$ cat src/rtl/mla_pkg.sv
package mla_pkg;
  typedef enum logic [2:0] {
    ST_IDLE,
    ST_REQ0,
    ST_WAIT0,
    ST_REQ1,
    ST_WAIT1,
    ST_DONE
  } mla_state_e;

  localparam logic [1:0] SZ_BYTE = 2'd0;
  localparam logic [1:0] SZ_HALF = 2'd1;

  localparam logic [1:0] MD_TRUNC = 2'd0;
  localparam logic [1:0] MD_FAULT = 2'd1;
  localparam logic [1:0] MD_SPLIT = 2'd2;
endpackage

$ cat src/rtl/mla_misalign.sv
module mla_misalign #(
  parameter int OFF_W = 2
) (
  input  logic [OFF_W-1:0] off_i,
  input  logic [1:0]       size_i,
  output logic [OFF_W-1:0] mask_o,
  output logic             mis_o
);
  logic [OFF_W:0] ones;
  int unsigned    eff;

  always_comb begin
    eff    = (int'(size_i) > OFF_W) ? OFF_W : int'(size_i);
    ones   = ({{OFF_W{1'b0}}, 1'b1} << eff) - 1'b1;
    mask_o = ones[OFF_W-1:0];
    mis_o  = |(off_i & mask_o);
  end
endmodule

$ cat src/rtl/mla_lane_plan.sv
module mla_lane_plan
  import mla_pkg::*;
#(
  parameter int ADDR_W = 32,
  parameter int DATA_W = 32
) (
  input  logic [ADDR_W-1:0]  addr_i,
  input  logic [1:0]         size_i,
  input  logic [1:0]         mode_i,
  input  logic [DATA_W-1:0]  wdata_i,
  output logic               fault_o,
  output logic [$clog2(DATA_W/8)-1:0] off_o,
  output logic [ADDR_W-1:0]  base_o,
  output logic [ADDR_W-1:0]  next_o,
  output logic [DATA_W/8-1:0] be0_o,
  output logic [DATA_W/8-1:0] be1_o,
  output logic               two_o,
  output logic [DATA_W-1:0]  wd0_o,
  output logic [DATA_W-1:0]  wd1_o
);
  localparam int NB    = DATA_W / 8;
  localparam int OFF_W = $clog2(NB);

  logic [OFF_W-1:0]    sz_mask;
  logic                mis;
  logic [ADDR_W-1:0]   ea;
  logic [NB-1:0]       lanes;
  logic [2*NB-1:0]     span;
  logic [2*DATA_W-1:0] wide;

  mla_misalign #(.OFF_W(OFF_W)) u_mis (
    .off_i  (addr_i[OFF_W-1:0]),
    .size_i (size_i),
    .mask_o (sz_mask),
    .mis_o  (mis)
  );

  always_comb begin
    // truncate unless the transparent mode is selected
    if (mis && mode_i != MD_SPLIT)
      ea = addr_i & ~{{(ADDR_W-OFF_W){1'b0}}, sz_mask};
    else
      ea = addr_i;
    fault_o = mis && (mode_i == MD_FAULT);
    off_o   = ea[OFF_W-1:0];
    base_o  = {ea[ADDR_W-1:OFF_W], {OFF_W{1'b0}}};
    next_o  = base_o + ADDR_W'(NB);
    for (int i = 0; i < NB; i++) lanes[i] = (OFF_W'(i) <= sz_mask);
    span    = {{NB{1'b0}}, lanes} << off_o;
    be0_o   = span[NB-1:0];
    be1_o   = span[2*NB-1:NB];
    two_o   = |be1_o;
    wide    = {{DATA_W{1'b0}}, wdata_i} << {off_o, 3'b000};
    wd0_o   = wide[DATA_W-1:0];
    wd1_o   = wide[2*DATA_W-1:DATA_W];
  end
endmodule

$ cat src/rtl/mla_load_merge.sv
module mla_load_merge
  import mla_pkg::*;
#(
  parameter int DATA_W = 32
) (
  input  logic [DATA_W-1:0]           lo_i,
  input  logic [DATA_W-1:0]           hi_i,
  input  logic [$clog2(DATA_W/8)-1:0] off_i,
  input  logic [1:0]                  size_i,
  input  logic                        signed_i,
  output logic [DATA_W-1:0]           data_o
);
  logic [2*DATA_W-1:0] wide;

  always_comb begin
    wide = {hi_i, lo_i} >> {off_i, 3'b000};
    unique case (size_i)
      SZ_BYTE: data_o = {{(DATA_W-8){signed_i & wide[7]}}, wide[7:0]};
      SZ_HALF: data_o = {{(DATA_W-16){signed_i & wide[15]}}, wide[15:0]};
      default: data_o = wide[DATA_W-1:0];
    endcase
  end
endmodule

$ cat src/rtl/mla_top.sv
module mla_top
  import mla_pkg::*;
#(
  parameter int ADDR_W = 32,
  parameter int DATA_W = 32
) (
  input  logic                clk_i,
  input  logic                rst_ni,
  input  logic                req_valid_i,
  output logic                req_ready_o,
  input  logic [ADDR_W-1:0]   req_addr_i,
  input  logic [1:0]          req_size_i,
  input  logic                req_signed_i,
  input  logic                req_write_i,
  input  logic [DATA_W-1:0]   req_wdata_i,
  input  logic [1:0]          mode_i,
  output logic                mem_req_o,
  output logic [ADDR_W-1:0]   mem_addr_o,
  output logic                mem_we_o,
  output logic [DATA_W/8-1:0] mem_be_o,
  output logic [DATA_W-1:0]   mem_wdata_o,
  input  logic                mem_rvalid_i,
  input  logic [DATA_W-1:0]   mem_rdata_i,
  output logic                done_o,
  output logic                fault_o,
  output logic [DATA_W-1:0]   load_data_o
);
  localparam int NB    = DATA_W / 8;
  localparam int OFF_W = $clog2(NB);

  mla_state_e state_q, state_d;

  logic              pl_fault, pl_two;
  logic [OFF_W-1:0]  pl_off;
  logic [ADDR_W-1:0] pl_base, pl_next;
  logic [NB-1:0]     pl_be0, pl_be1;
  logic [DATA_W-1:0] pl_wd0, pl_wd1;

  logic              fault_q, two_q, we_q, sgn_q;
  logic [1:0]        size_q;
  logic [OFF_W-1:0]  off_q;
  logic [ADDR_W-1:0] base_q, next_q;
  logic [NB-1:0]     be0_q, be1_q;
  logic [DATA_W-1:0] wd0_q, wd1_q, lo_q, hi_q;

  logic accept;

  mla_lane_plan #(.ADDR_W(ADDR_W), .DATA_W(DATA_W)) u_plan (
    .addr_i  (req_addr_i),
    .size_i  (req_size_i),
    .mode_i  (mode_i),
    .wdata_i (req_wdata_i),
    .fault_o (pl_fault),
    .off_o   (pl_off),
    .base_o  (pl_base),
    .next_o  (pl_next),
    .be0_o   (pl_be0),
    .be1_o   (pl_be1),
    .two_o   (pl_two),
    .wd0_o   (pl_wd0),
    .wd1_o   (pl_wd1)
  );

  mla_load_merge #(.DATA_W(DATA_W)) u_merge (
    .lo_i     (lo_q),
    .hi_i     (hi_q),
    .off_i    (off_q),
    .size_i   (size_q),
    .signed_i (sgn_q),
    .data_o   (load_data_o)
  );

  assign req_ready_o = (state_q == ST_IDLE);
  assign accept      = req_valid_i && req_ready_o;

  always_comb begin
    state_d = state_q;
    unique case (state_q)
      ST_IDLE:  if (accept) state_d = pl_fault ? ST_DONE : ST_REQ0;
      ST_REQ0:  state_d = ST_WAIT0;
      ST_WAIT0: if (mem_rvalid_i) state_d = two_q ? ST_REQ1 : ST_DONE;
      ST_REQ1:  state_d = ST_WAIT1;
      ST_WAIT1: if (mem_rvalid_i) state_d = ST_DONE;
      ST_DONE:  state_d = ST_IDLE;
      default:  state_d = ST_IDLE;
    endcase
  end

  always_ff @(posedge clk_i or negedge rst_ni) begin
    if (!rst_ni) begin
      state_q <= ST_IDLE;
      fault_q <= 1'b0;
      two_q   <= 1'b0;
      we_q    <= 1'b0;
      sgn_q   <= 1'b0;
      size_q  <= '0;
      off_q   <= '0;
      base_q  <= '0;
      next_q  <= '0;
      be0_q   <= '0;
      be1_q   <= '0;
      wd0_q   <= '0;
      wd1_q   <= '0;
      lo_q    <= '0;
      hi_q    <= '0;
    end else begin
      state_q <= state_d;
      if (accept) begin
        fault_q <= pl_fault;
        two_q   <= pl_two;
        we_q    <= req_write_i;
        sgn_q   <= req_signed_i;
        size_q  <= req_size_i;
        off_q   <= pl_off;
        base_q  <= pl_base;
        next_q  <= pl_next;
        be0_q   <= pl_be0;
        be1_q   <= pl_be1;
        wd0_q   <= pl_wd0;
        wd1_q   <= pl_wd1;
        hi_q    <= '0;
      end
      if (state_q == ST_WAIT0 && mem_rvalid_i) lo_q <= mem_rdata_i;
      if (state_q == ST_WAIT1 && mem_rvalid_i) hi_q <= mem_rdata_i;
    end
  end

  always_comb begin
    mem_req_o   = (state_q == ST_REQ0) || (state_q == ST_REQ1);
    mem_we_o    = we_q;
    mem_addr_o  = (state_q == ST_REQ1) ? next_q : base_q;
    mem_be_o    = (state_q == ST_REQ1) ? be1_q : be0_q;
    mem_wdata_o = (state_q == ST_REQ1) ? wd1_q : wd0_q;
    done_o      = (state_q == ST_DONE);
    fault_o     = (state_q == ST_DONE) && fault_q;
  end

  p_fault_no_mem_r2: assert property (@(posedge clk_i) disable iff (!rst_ni)
    (accept && pl_fault) |=> (done_o && fault_o && !mem_req_o));

  p_second_next_word_r3: assert property (@(posedge clk_i) disable iff (!rst_ni)
    (mem_req_o && state_q == ST_REQ1) |-> (mem_addr_o == base_q + ADDR_W'(NB)));

  p_be_nonzero_r6: assert property (@(posedge clk_i) disable iff (!rst_ni)
    mem_req_o |-> (mem_be_o != '0));

  p_done_after_rsp_r7: assert property (@(posedge clk_i) disable iff (!rst_ni)
    (mem_rvalid_i && ((state_q == ST_WAIT0 && !two_q) || state_q == ST_WAIT1)) |=> done_o);

  p_done_single_r7: assert property (@(posedge clk_i) disable iff (!rst_ni)
    done_o |=> !done_o);

  p_busy_after_accept_r8: assert property (@(posedge clk_i) disable iff (!rst_ni)
    accept |=> !req_ready_o);

  p_word_addr_r9: assert property (@(posedge clk_i) disable iff (!rst_ni)
    mem_req_o |-> (mem_addr_o[OFF_W-1:0] == '0));

  p_req_pulse_r9: assert property (@(posedge clk_i) disable iff (!rst_ni)
    mem_req_o |=> !mem_req_o);
endmodule

$ cat config.mk
export PLATFORM = sky130hd
export DESIGN_NAME = mla_top
export DESIGN_NICKNAME = d
export VERILOG_FILES = /design/src/rtl/mla_pkg.sv /design/src/rtl/mla_misalign.sv /design/src/rtl/mla_lane_plan.sv /design/src/rtl/mla_load_merge.sv /design/src/rtl/mla_top.sv
export SDC_FILE = /design/constraint.sdc
export NUM_CORES = 1
export LEC_CHECK = 0
export ABC_AREA = 1
export CAP_MARGIN = 20
export CORE_UTILIZATION = 50
export DETAILED_ROUTE_END_ITERATION = 10
export PLACE_DENSITY = 0.78
export SLEW_MARGIN = 20
export SYNTH_ARGS = -nofsm -noshare
export SYNTH_HDL_FRONTEND = slang
export SYNTH_SLANG_ARGS = --single-unit
$ cat constraint.sdc
create_clock -name clk_i -period 1.83 [get_ports clk_i]
set_input_delay 0.183 -clock clk_i [delete_from_list [all_inputs] [get_ports clk_i]]
set_output_delay 0.183 -clock clk_i [all_outputs]
set_load 0.01 [all_outputs]
Yosys cells after proc, flatten, opt, wreduce, memory -nomap -nowiden --
Index checks and enable logic that the tools add are counted.
Word-level totals: flip-flop bits (word level) 209, bits of input ports 106, output and inout bits 105, word-level logic and storage cells 69
Cells by class: $add $sub $neg 2, magnitude comparators 5, equal/unequal tests 11, shifts and indexed selects 4, muxes and demuxes 14, bitwise gates (word level) 5, reduce and logical (&&, ||, !) cells 13
Operator list (number):
- $mux 32 | 5
- $pmux 32 s2 | 1
- $shl 32x5->64 | 1
- $shr 64x5->32 | 1
- $add 32x3->32 const B | 1
- $and 32x32->32 | 1
- $not 2->32 | 1
- $mux 3 | 5
- $pmux 3 s5 | 1
- $shl 4x2->8 | 1
- $eq 3x2->1 const B | 2
- $eq 3x3->1 const B | 2
- $logic_and 1x1->1 | 6
- $ne 2x2->1 const B | 3
- $eq 2x1->1 const B | 2
- $le 1x2->1 const A | 2
- $le 2x2->1 const A | 2
- $mux 4 | 1
- $reduce_or 4->1 | 1
- $eq 3x1->1 const B | 1
- $logic_not 3->1 | 1
- $reduce_and 3->1 | 1
- $and 1x1->1 | 2
- $and 2x2->2 | 1
- other kinds (9) | 9

Depth between registers and ports, before layout --
Gate-level depths: netlist of the first run.
depth after elaboration 10, depth in mapped cells 10, gate-level depth less buffers 9

Hierarchy --
Synthesis of the first run repeated with hierarchy kept, for this count alone.
Unflattened totals: cell total of the unflattened synthesis 1858, area, all modules 12776.0 um2
Modules (own cells, without submodules):
- mla_top | times used 1, cells each 1130, area an instance 9273.9 um2, sequential area each 5280.1 um2
- mla_lane_plan | times used 1, cells each 482, area an instance 2278.4 um2, sequential area each 0.0 um2
- mla_load_merge | times used 1, cells each 240, area an instance 1199.9 um2, sequential area each 0.0 um2
- mla_misalign | times used 1, cells each 6, area an instance 23.8 um2, sequential area each 0.0 um2

Least setup slack after synthesis of the first run --
OpenSTA, ideal clock, no wires.
path type register -> output, from reg off_q[0], to out load_data_o[16], data arrival time 1412 ps, slack 235 ps, cell stages (with the launch flop) 10, buffers on the path 2, path through dfrtp_1 > buf_2 > inv_2 > nand2_1 > nand2_1 > nor2_1 > a21oi_2 > nand3_1 > buf_2 > nand3_1
Between the ends: word-level cells in the longest chain between the ends 3, elaborated cells between the ends (all ways) 4
RTL lines:
- start: declaration | RTL line mla_top.sv:41 | logic [OFF_W-1:0] off_q;
- start signal: assignment | RTL line mla_top.sv:114 | off_q <= pl_off;
- $shr 64x5->32 (*) | RTL line mla_load_merge.sv:16 | wide = {hi_i, lo_i} >> {off_i, 3'b000};
- $and 1x1->1, on equally long branches | RTL line mla_load_merge.sv:19, mla_load_merge.sv:18
- $pmux 32 s2 (*) | RTL line mla_load_merge.sv:17 | unique case (size_i)
- end: declaration | RTL line mla_top.sv:26 | output logic [DATA_W-1:0] load_data_o
Every way passes the cells marked *; elsewhere a longest branch is shown, timed or not.

Worst setup path in the final report of the first run --
from reg off_q[0], to out load_data_o[20]
Same word-level chain as after synthesis.

==> results of run 1 <==
cells in the final DEF (no fill, tap or decap), types with 3 or more instances in the layout:
cell type,n
a21boi_0,5
a21oi_1,53
a21oi_2,3
buf_12,27
buf_16,3
buf_2,49
buf_4,76
buf_6,76
buf_8,11
clkbuf_16,28
clkdlybuf4s50_1,105
clkinv_2,3
dfrtp_1,190
inv_1,155
inv_2,5
inv_6,7
nand2_1,325
nand2_2,49
nand2_4,34
nand3_1,87
nand3_2,15
nand3_4,3
nand4_1,11
nor2_1,74
nor2_2,8
nor2_4,10
nor3_1,3
o211ai_1,37
o21ai_0,128
o21ai_1,14
o21ai_2,32
o21ai_4,14
o22ai_1,22
or2_1,5
or2_2,6
xor2_1,4
per-stage QoR:
step                TNS, ns  area (um^2)  hold slack [ns]
floorplan                 0        10200           -0.113
global placement      -3.64        13100            0.166
detailed placement    -4.83        13100            0.172
CTS                  -10.62        14100            0.279
global route         -18.87        15400            0.306
finish               -12.81        15400            0.270
Yosys cell counts (3+ instances only):
library cell  count  share of area, %
a21boi_0          6              0.44
a21oi_1          55               2.7
buf_2            45               2.2
buf_4             6              0.44
clkbuf_1         32               1.2
dfrtp_1         190                47
inv_1           157               5.8
inv_2             6              0.22
nand2_1         407                15
nand3_1         104               5.1
nand4_1          11              0.68
nor2_1           85               3.1
nor2_2            4              0.25
nor2_4            3              0.33
nor3_1            3              0.15
o211ai_1         37               2.7
o21ai_0         184               9.1
o21ai_1           4              0.20
o22ai_1          22               1.4
or2_1             5              0.31
or2_2             6              0.37
xor2_1            4              0.34
cells by family after synthesis:
logic type / count (synthesis) / synth area share, %
simple gates: 631 / 25.7
compound gates: 313 / 16.9
flops: 190 / 46.8
other cells: 1 / 0.0369
xor+xnor: 4 / 0.345
mux: 1 / 0.111
buf+inv: 248 / 9.94
fa+ha+maj: 1 / 0.123
flip-flops by register name, indices dropped and copies added (netlist names), 4 cells and up:
signal / count
next_q: 30
base_q: 30
hi_q: 24
wd0_q: 32
lo_q: 32
be0_q: 4
wd1_q: 24
timing repair:
item,CTS,global route
hold endpoints to repair,50,0
cloned,9,12
endpoints found under the setup margin,102,129
resized for setup,546,273
buffers inserted,26,33
hold buffers,1,0
pin swaps,11,31
path summary, 6_finish.rpt:
kind                                   endpoint  slack [ns]  depth (start not counted)
setup / recovery                load_data_o[20]       -0.31                         10
hold / removal             lo_q[30]$_DFFE_PN0P_        0.27                          2
setup reg to reg           wd0_q[7]$_DFFE_PN0P_        0.03                         10
hold reg to reg             lo_q[7]$_DFFE_PN0P_        0.49                          2
max in group asynchronous  hi_q[17]$_DFFE_PN0P_        0.83                          3
min in group clk_i         mem_we_o$_DFFE_PN0P_        0.31                          3
layout make-up:
class | count | share of cell area [%]
inverters | 163 | 4.11
clock buffers | 18 | 2.86
well taps | 265 | 2.16
diodes | 1 | 0.0163
flip-flops and latches | 190 | 30.9
repair buffers | 366 | 25.1
multi-input cells | 952 | 34.0
clock inverters | 14 | 0.839
worst register-to-register path, cell delays in order, from the launching register on:
cell	delay, ns
dfrtp_1	0.40
buf_4	0.16
nor2_4	0.13
buf_6	0.12
nand3_4	0.11
buf_6	0.16
nor2_4	0.11
buf_4	0.14
clkbuf_16	0.17
nand3_1	0.09
o21ai_0	0.11
metal layers:
metal / part of all wire [%] / vias to the layer above / global-route usage [%]
li1: - / 5098 / -
met1: 38 / 5296 / 39.5
met2: 50 / 562 / 52.9
met3: 7.8 / 106 / 5.60
met4: 3.8 / 4 / 13.4
met5: 0.065 / - / 0
where the power goes:
group,leakage (nW),switching (mW),internal (mW),total (mW)
combinational,4.98,7.62,6.76,14.4
sequential,2.39,1.29,6.07,7.36
clock,0.284,1.77,1.83,3.61
==> flow_metrics.env, run 1 <==
export IMPL_vias=11100
export IMPL_multiInputGateArea_um2=5220
export IMPL_vdd_drop_max_mv=0.887
export IMPL_grt_max_degree=64
export IMPL_drt_pass1_iterations=6
export IMPL_max_stage_delay_ns=0.40
export IMPL_finalNetCount=1797
export IMPL_clock_sinks=190
export IMPL_cp_slowest_cell="dfrtp_1"
export IMPL_power_mw=25.3
export IMPL_finalSetupViolCount=92
export IMPL_post_route_drc_count=0
export IMPL_synth_edff_count=0
export IMPL_finalWorstSetupSlack_ns=-0.309
export IMPL_cts_tree="yes"
export IMPL_first_global_vias=10100
export IMPL_violations="setup timing"
export IMPL_cp_num_buf_inv=4
export IMPL_synth_cell_type_count=33
export IMPL_die_h_um=145
export IMPL_core_area_um2=19700
export IMPL_seq_area_um2=4750
export IMPL_post_route_util_pct=77.9
export IMPL_clk_latency_ns=0.43
export IMPL_synth_area_per_cell_um2=7.31
export IMPL_grt_overflow=0
export IMPL_h_tree_depth=4
export IMPL_cap_violations=0
export IMPL_grt_antenna_before_repair=3
export IMPL_worstPathArrival_ns=1.96
export IMPL_startpoint_type="register"
export IMPL_drive_above_1_share_pct=27.8
export IMPL_cp_cell_sequence="inv_2 -> buf_6 -> nand2_2 -> o21ai_4 -> o21ai_2 -> nor2_1 -> nand2_2 -> clkbuf_16 -> nand3_2 -> buf_6"
export IMPL_yosysSeqAreaShare_pct=46.8
export IMPL_required_ns=1.65
export IMPL_r2r_start="state_q[0]$_DFFE_PN0P_"
export IMPL_critical_path_class="register to output pin"
export IMPL_clock_path_buffers=2
export IMPL_drtIter0Drc=1091
export IMPL_ios=211
export IMPL_cp_max_fo=8
export IMPL_grt_pass1_wl_um=50200
export IMPL_viasPerCell=5.62
export IMPL_hp_class="primary input to asynchronous set/reset pin"
export IMPL_gp_congestion=0.953
export IMPL_port_buffers=208
export IMPL_drt_wl_total_um=35300
export IMPL_ant_nets=0
export IMPL_numCtsBuffers=17
export IMPL_finalCritPeriodShare_pct=117
export IMPL_crit_start="off_q[0]$_DFFE_PN0P_"
export IMPL_syn_area_um2=10200
export IMPL_start_util_pct=51.5
export IMPL_grt_util_all_layers_pct=31.4
export IMPL_ys_seq_elements=190
export IMPL_wl_per_cell_um=17.9
export IMPL_clockRootBuffer="clkbuf_16"
export IMPL_place_ws_ns=-0.178
export IMPL_end_kind="output pin"
export IMPL_yosys_warnings=0
export IMPL_fin_cells=1969
export IMPL_dp_cells=1867
export IMPL_dp_hpwl_um=21400
export IMPL_path_clk_slew_ns=0.07
export IMPL_fin_worst_skew_ns=0.00725
export IMPL_fillers=1302
export IMPL_fmax_mhz=467
export IMPL_hold_viol=0
export IMPL_area_growth_pct=51.3
export IMPL_syn_inst=1389
export IMPL_die_area_um2=20900
export IMPL_finalCriticalPeriod_ns=2.14
export IMPL_rsz0062_at_grt="yes"
export IMPL_slew_viol_final=0
export IMPL_fp_dieW_um=145
export IMPL_num_rows=51
export IMPL_outcome="complete, but fails checks"
export IMPL_ys_flop_type="dfrtp_1"
export IMPL_p_per_area_nw_per_um2=1650
export IMPL_path_delay_family="buffers and inverters"
export IMPL_leakage_nw=7.66
export IMPL_async_reset_ff_share_pct=100
(Power assumes the default switching activity.)
==> inputs of run 2 (changes only) <==
--- a/config.mk
+++ b/config.mk
@@ -6,10 +6,11 @@
 export NUM_CORES = 1
 export LEC_CHECK = 0
 export ABC_AREA = 1
-export CAP_MARGIN = 20
+export CAP_MARGIN = 40
 export CORE_UTILIZATION = 50
 export DETAILED_ROUTE_END_ITERATION = 10
 export PLACE_DENSITY = 0.78
+export SKIP_LAST_GASP = 1
 export SLEW_MARGIN = 20
 export SYNTH_ARGS = -nofsm -noshare
 export SYNTH_HDL_FRONTEND = slang
==> run 2 against run 1 <==
Net effect:
- the run still ends with setup timing left
- clock power barely moved
- utilization is 0.22 points lower
- worst hold slack lost 0.0025 ns
- sequential share of layout area grew 0.086 points
- clock-buffer cell count stayed put
- first-iteration DRC count down 20%
- routed wire length increased by 0.98%
- register-to-register slack got worse by 0.10 ns
- sequential power barely moved
- critical path type unchanged
==> flow_metrics.env, run 2 (same netlist as run 1, synthesis figures left out) <==
export IMPL_outcome="complete, but fails checks"
export IMPL_violations="setup timing"
export IMPL_finalCriticalPeriod_ns=2.16
export IMPL_worstPathArrival_ns=1.98
export IMPL_grt_util_all_layers_pct=31.6
export IMPL_die_area_um2=20900
export IMPL_largestRegisters="lo_q x32, wd0_q x32"
export IMPL_ant_nets=0
export IMPL_hold_viol=0
export IMPL_drtIter0Drc=869
export IMPL_required_ns=1.65
export IMPL_cp_slowest_cell="dfrtp_1"
export IMPL_dp_hpwl_um=21400
export IMPL_h_tree_depth=4
export IMPL_end_kind="output pin"
export IMPL_post_route_util_pct=77.7
export IMPL_clockRootBuffer="clkbuf_16"
export IMPL_startpoint_type="register"
export IMPL_rsz0062_at_grt="yes"
export IMPL_r2r_slack_ns=-0.07
export IMPL_tns_ns=-14.30
export IMPL_drt_pass1_iterations=5
export IMPL_core_area_um2=19700
export IMPL_finalNetCount=1800
export IMPL_area_growth_pct=50.9
export IMPL_seq_area_um2=4750
export IMPL_clock_sinks=190
export IMPL_ios=211
export IMPL_cp_cell_sequence="buf_6 -> buf_12 -> buf_16 -> nand2_2 -> o21ai_2 -> o211ai_1 -> nand3_2 -> buf_6"
export IMPL_numCtsBuffers=17
export IMPL_num_rows=51
export IMPL_p_per_area_nw_per_um2=1650
export IMPL_cts_tree="yes"
export IMPL_path_clk_slew_ns=0.07
export IMPL_start_util_pct=51.5
export IMPL_design_area_um2=15300
export IMPL_drt_wl_total_um=35600
export IMPL_multiInputGateArea_um2=5150
export IMPL_finalCritPeriodShare_pct=118
export IMPL_cpMostUsedCell="buf_6"
export IMPL_vdd_drop_max_mv=0.970
export IMPL_critical_path_class="register to output pin"
export IMPL_wl_per_cell_um=18.1
export IMPL_grt_pass1_wl_um=50600
export IMPL_fp_dieW_um=145
export IMPL_grt_overflow=0
export IMPL_first_global_vias=10200
export IMPL_grt_antenna_before_repair=1
export IMPL_diodes=0
export IMPL_viasPerCell=5.63
export IMPL_worst_r2r_endpoint="next_q[31]$_DFFE_PN0P_"
export IMPL_power_mw=25.3
export IMPL_cp_max_fo=14
export IMPL_vias=11100
export IMPL_gp_congestion=0.953
export IMPL_finalSetupViolCount=90
export IMPL_grt_max_degree=64
export IMPL_placed_cell_area_um2=13100
export IMPL_leakage_nw=7.61
export IMPL_r2r_cells=9
export IMPL_r2r_start="state_q[0]$_DFFE_PN0P_"
export IMPL_fin_worst_skew_ns=0.00734
export IMPL_final_common_cell="nand2_1"
export IMPL_finalWorstSetupSlack_ns=-0.332
export IMPL_place_ws_ns=-0.178
export IMPL_die_h_um=145
export IMPL_hp_class="primary input to asynchronous set/reset pin"
export IMPL_post_route_drc_count=0
export IMPL_clock_path_buffers=2
export IMPL_drive_above_1_share_pct=27.6
export IMPL_clk_latency_ns=0.44
export IMPL_cap_violations=0
export IMPL_final_cell_mix="nand2_1, dfrtp_1, inv_1"
export IMPL_max_stage_delay_ns=0.41
export IMPL_slew_viol_final=0
export IMPL_fillers=1278
export IMPL_fmax_mhz=463
export IMPL_port_buffers=208
run 2: metrics by stage:
step,hold slack [ns],instances
after global routing,0.304,1971
after CTS,0.279,1935
after global placement,0.166,1867
final,0.267,1971
after detailed placement,0.172,1867
after floorplan,-0.113,1390
run 2: final cells by class:
type | count | share of cell area, %
sequential | 190 | 31.0
clock inverter | 14 | 0.841
timing repair buffer | 369 | 25.3
clock buffer | 18 | 2.87
inverter | 163 | 4.14
tap | 265 | 2.16
multi-input combinational | 952 | 33.6
run 2: worst max path at each step:
stage	cells past startpoint	slack [ns]	endpoint	from
6_report	8	-0.33	load_data_o[25]	off_q[0]$_DFFE_PN0P_
5_1_grt	8	-0.41	load_data_o[25]	off_q[0]$_DFFE_PN0P_
4_1_cts	9	-0.28	load_data_o[9]	off_q[0]$_DFFE_PN0P_
3_5_place_dp	9	-0.18	load_data_o[31]	off_q[0]$_DFFE_PN0P_
3_3_place_gp	9	-0.16	load_data_o[26]	off_q[0]$_DFFE_PN0P_
2_1_floorplan	9	0.24	load_data_o[16]	off_q[0]$_DFFE_PN0P_
run 2: power breakdown:
part	switching, mW	internal, mW	leakage [nW]
Combinational	7.60	6.71	4.93
Clock	1.78	1.83	0.284
Sequential	1.29	6.07	2.39
Total	10.7	14.6	7.61
run 2: layer usage:
metal / vias up / track usage, % / share of wire [%]
li1: 5100 / - / -
met1: 5245 / 40.0 / 38
met2: 598 / 53.6 / 49
met3: 142 / 4.93 / 8.2
met4: 2 / 13.1 / 5.1
met5: - / 0 / 0.037
run 2: what timing repair did:
action,4_1_cts,5_1_grt
pin swaps,11,37
hold endpoints to repair,50,0
gates cloned,9,13
setup buffers,26,34
hold buffers,1,0
setup endpoints to repair,102,137
resized for setup,489,297
run 2: critical path: cells and delay by family, from the launching register on:
kind            cells  cell delay [ns]
buf+inv             4             0.57
compound gates      2             0.36
simple gates        2             0.21
flops               1             0.41
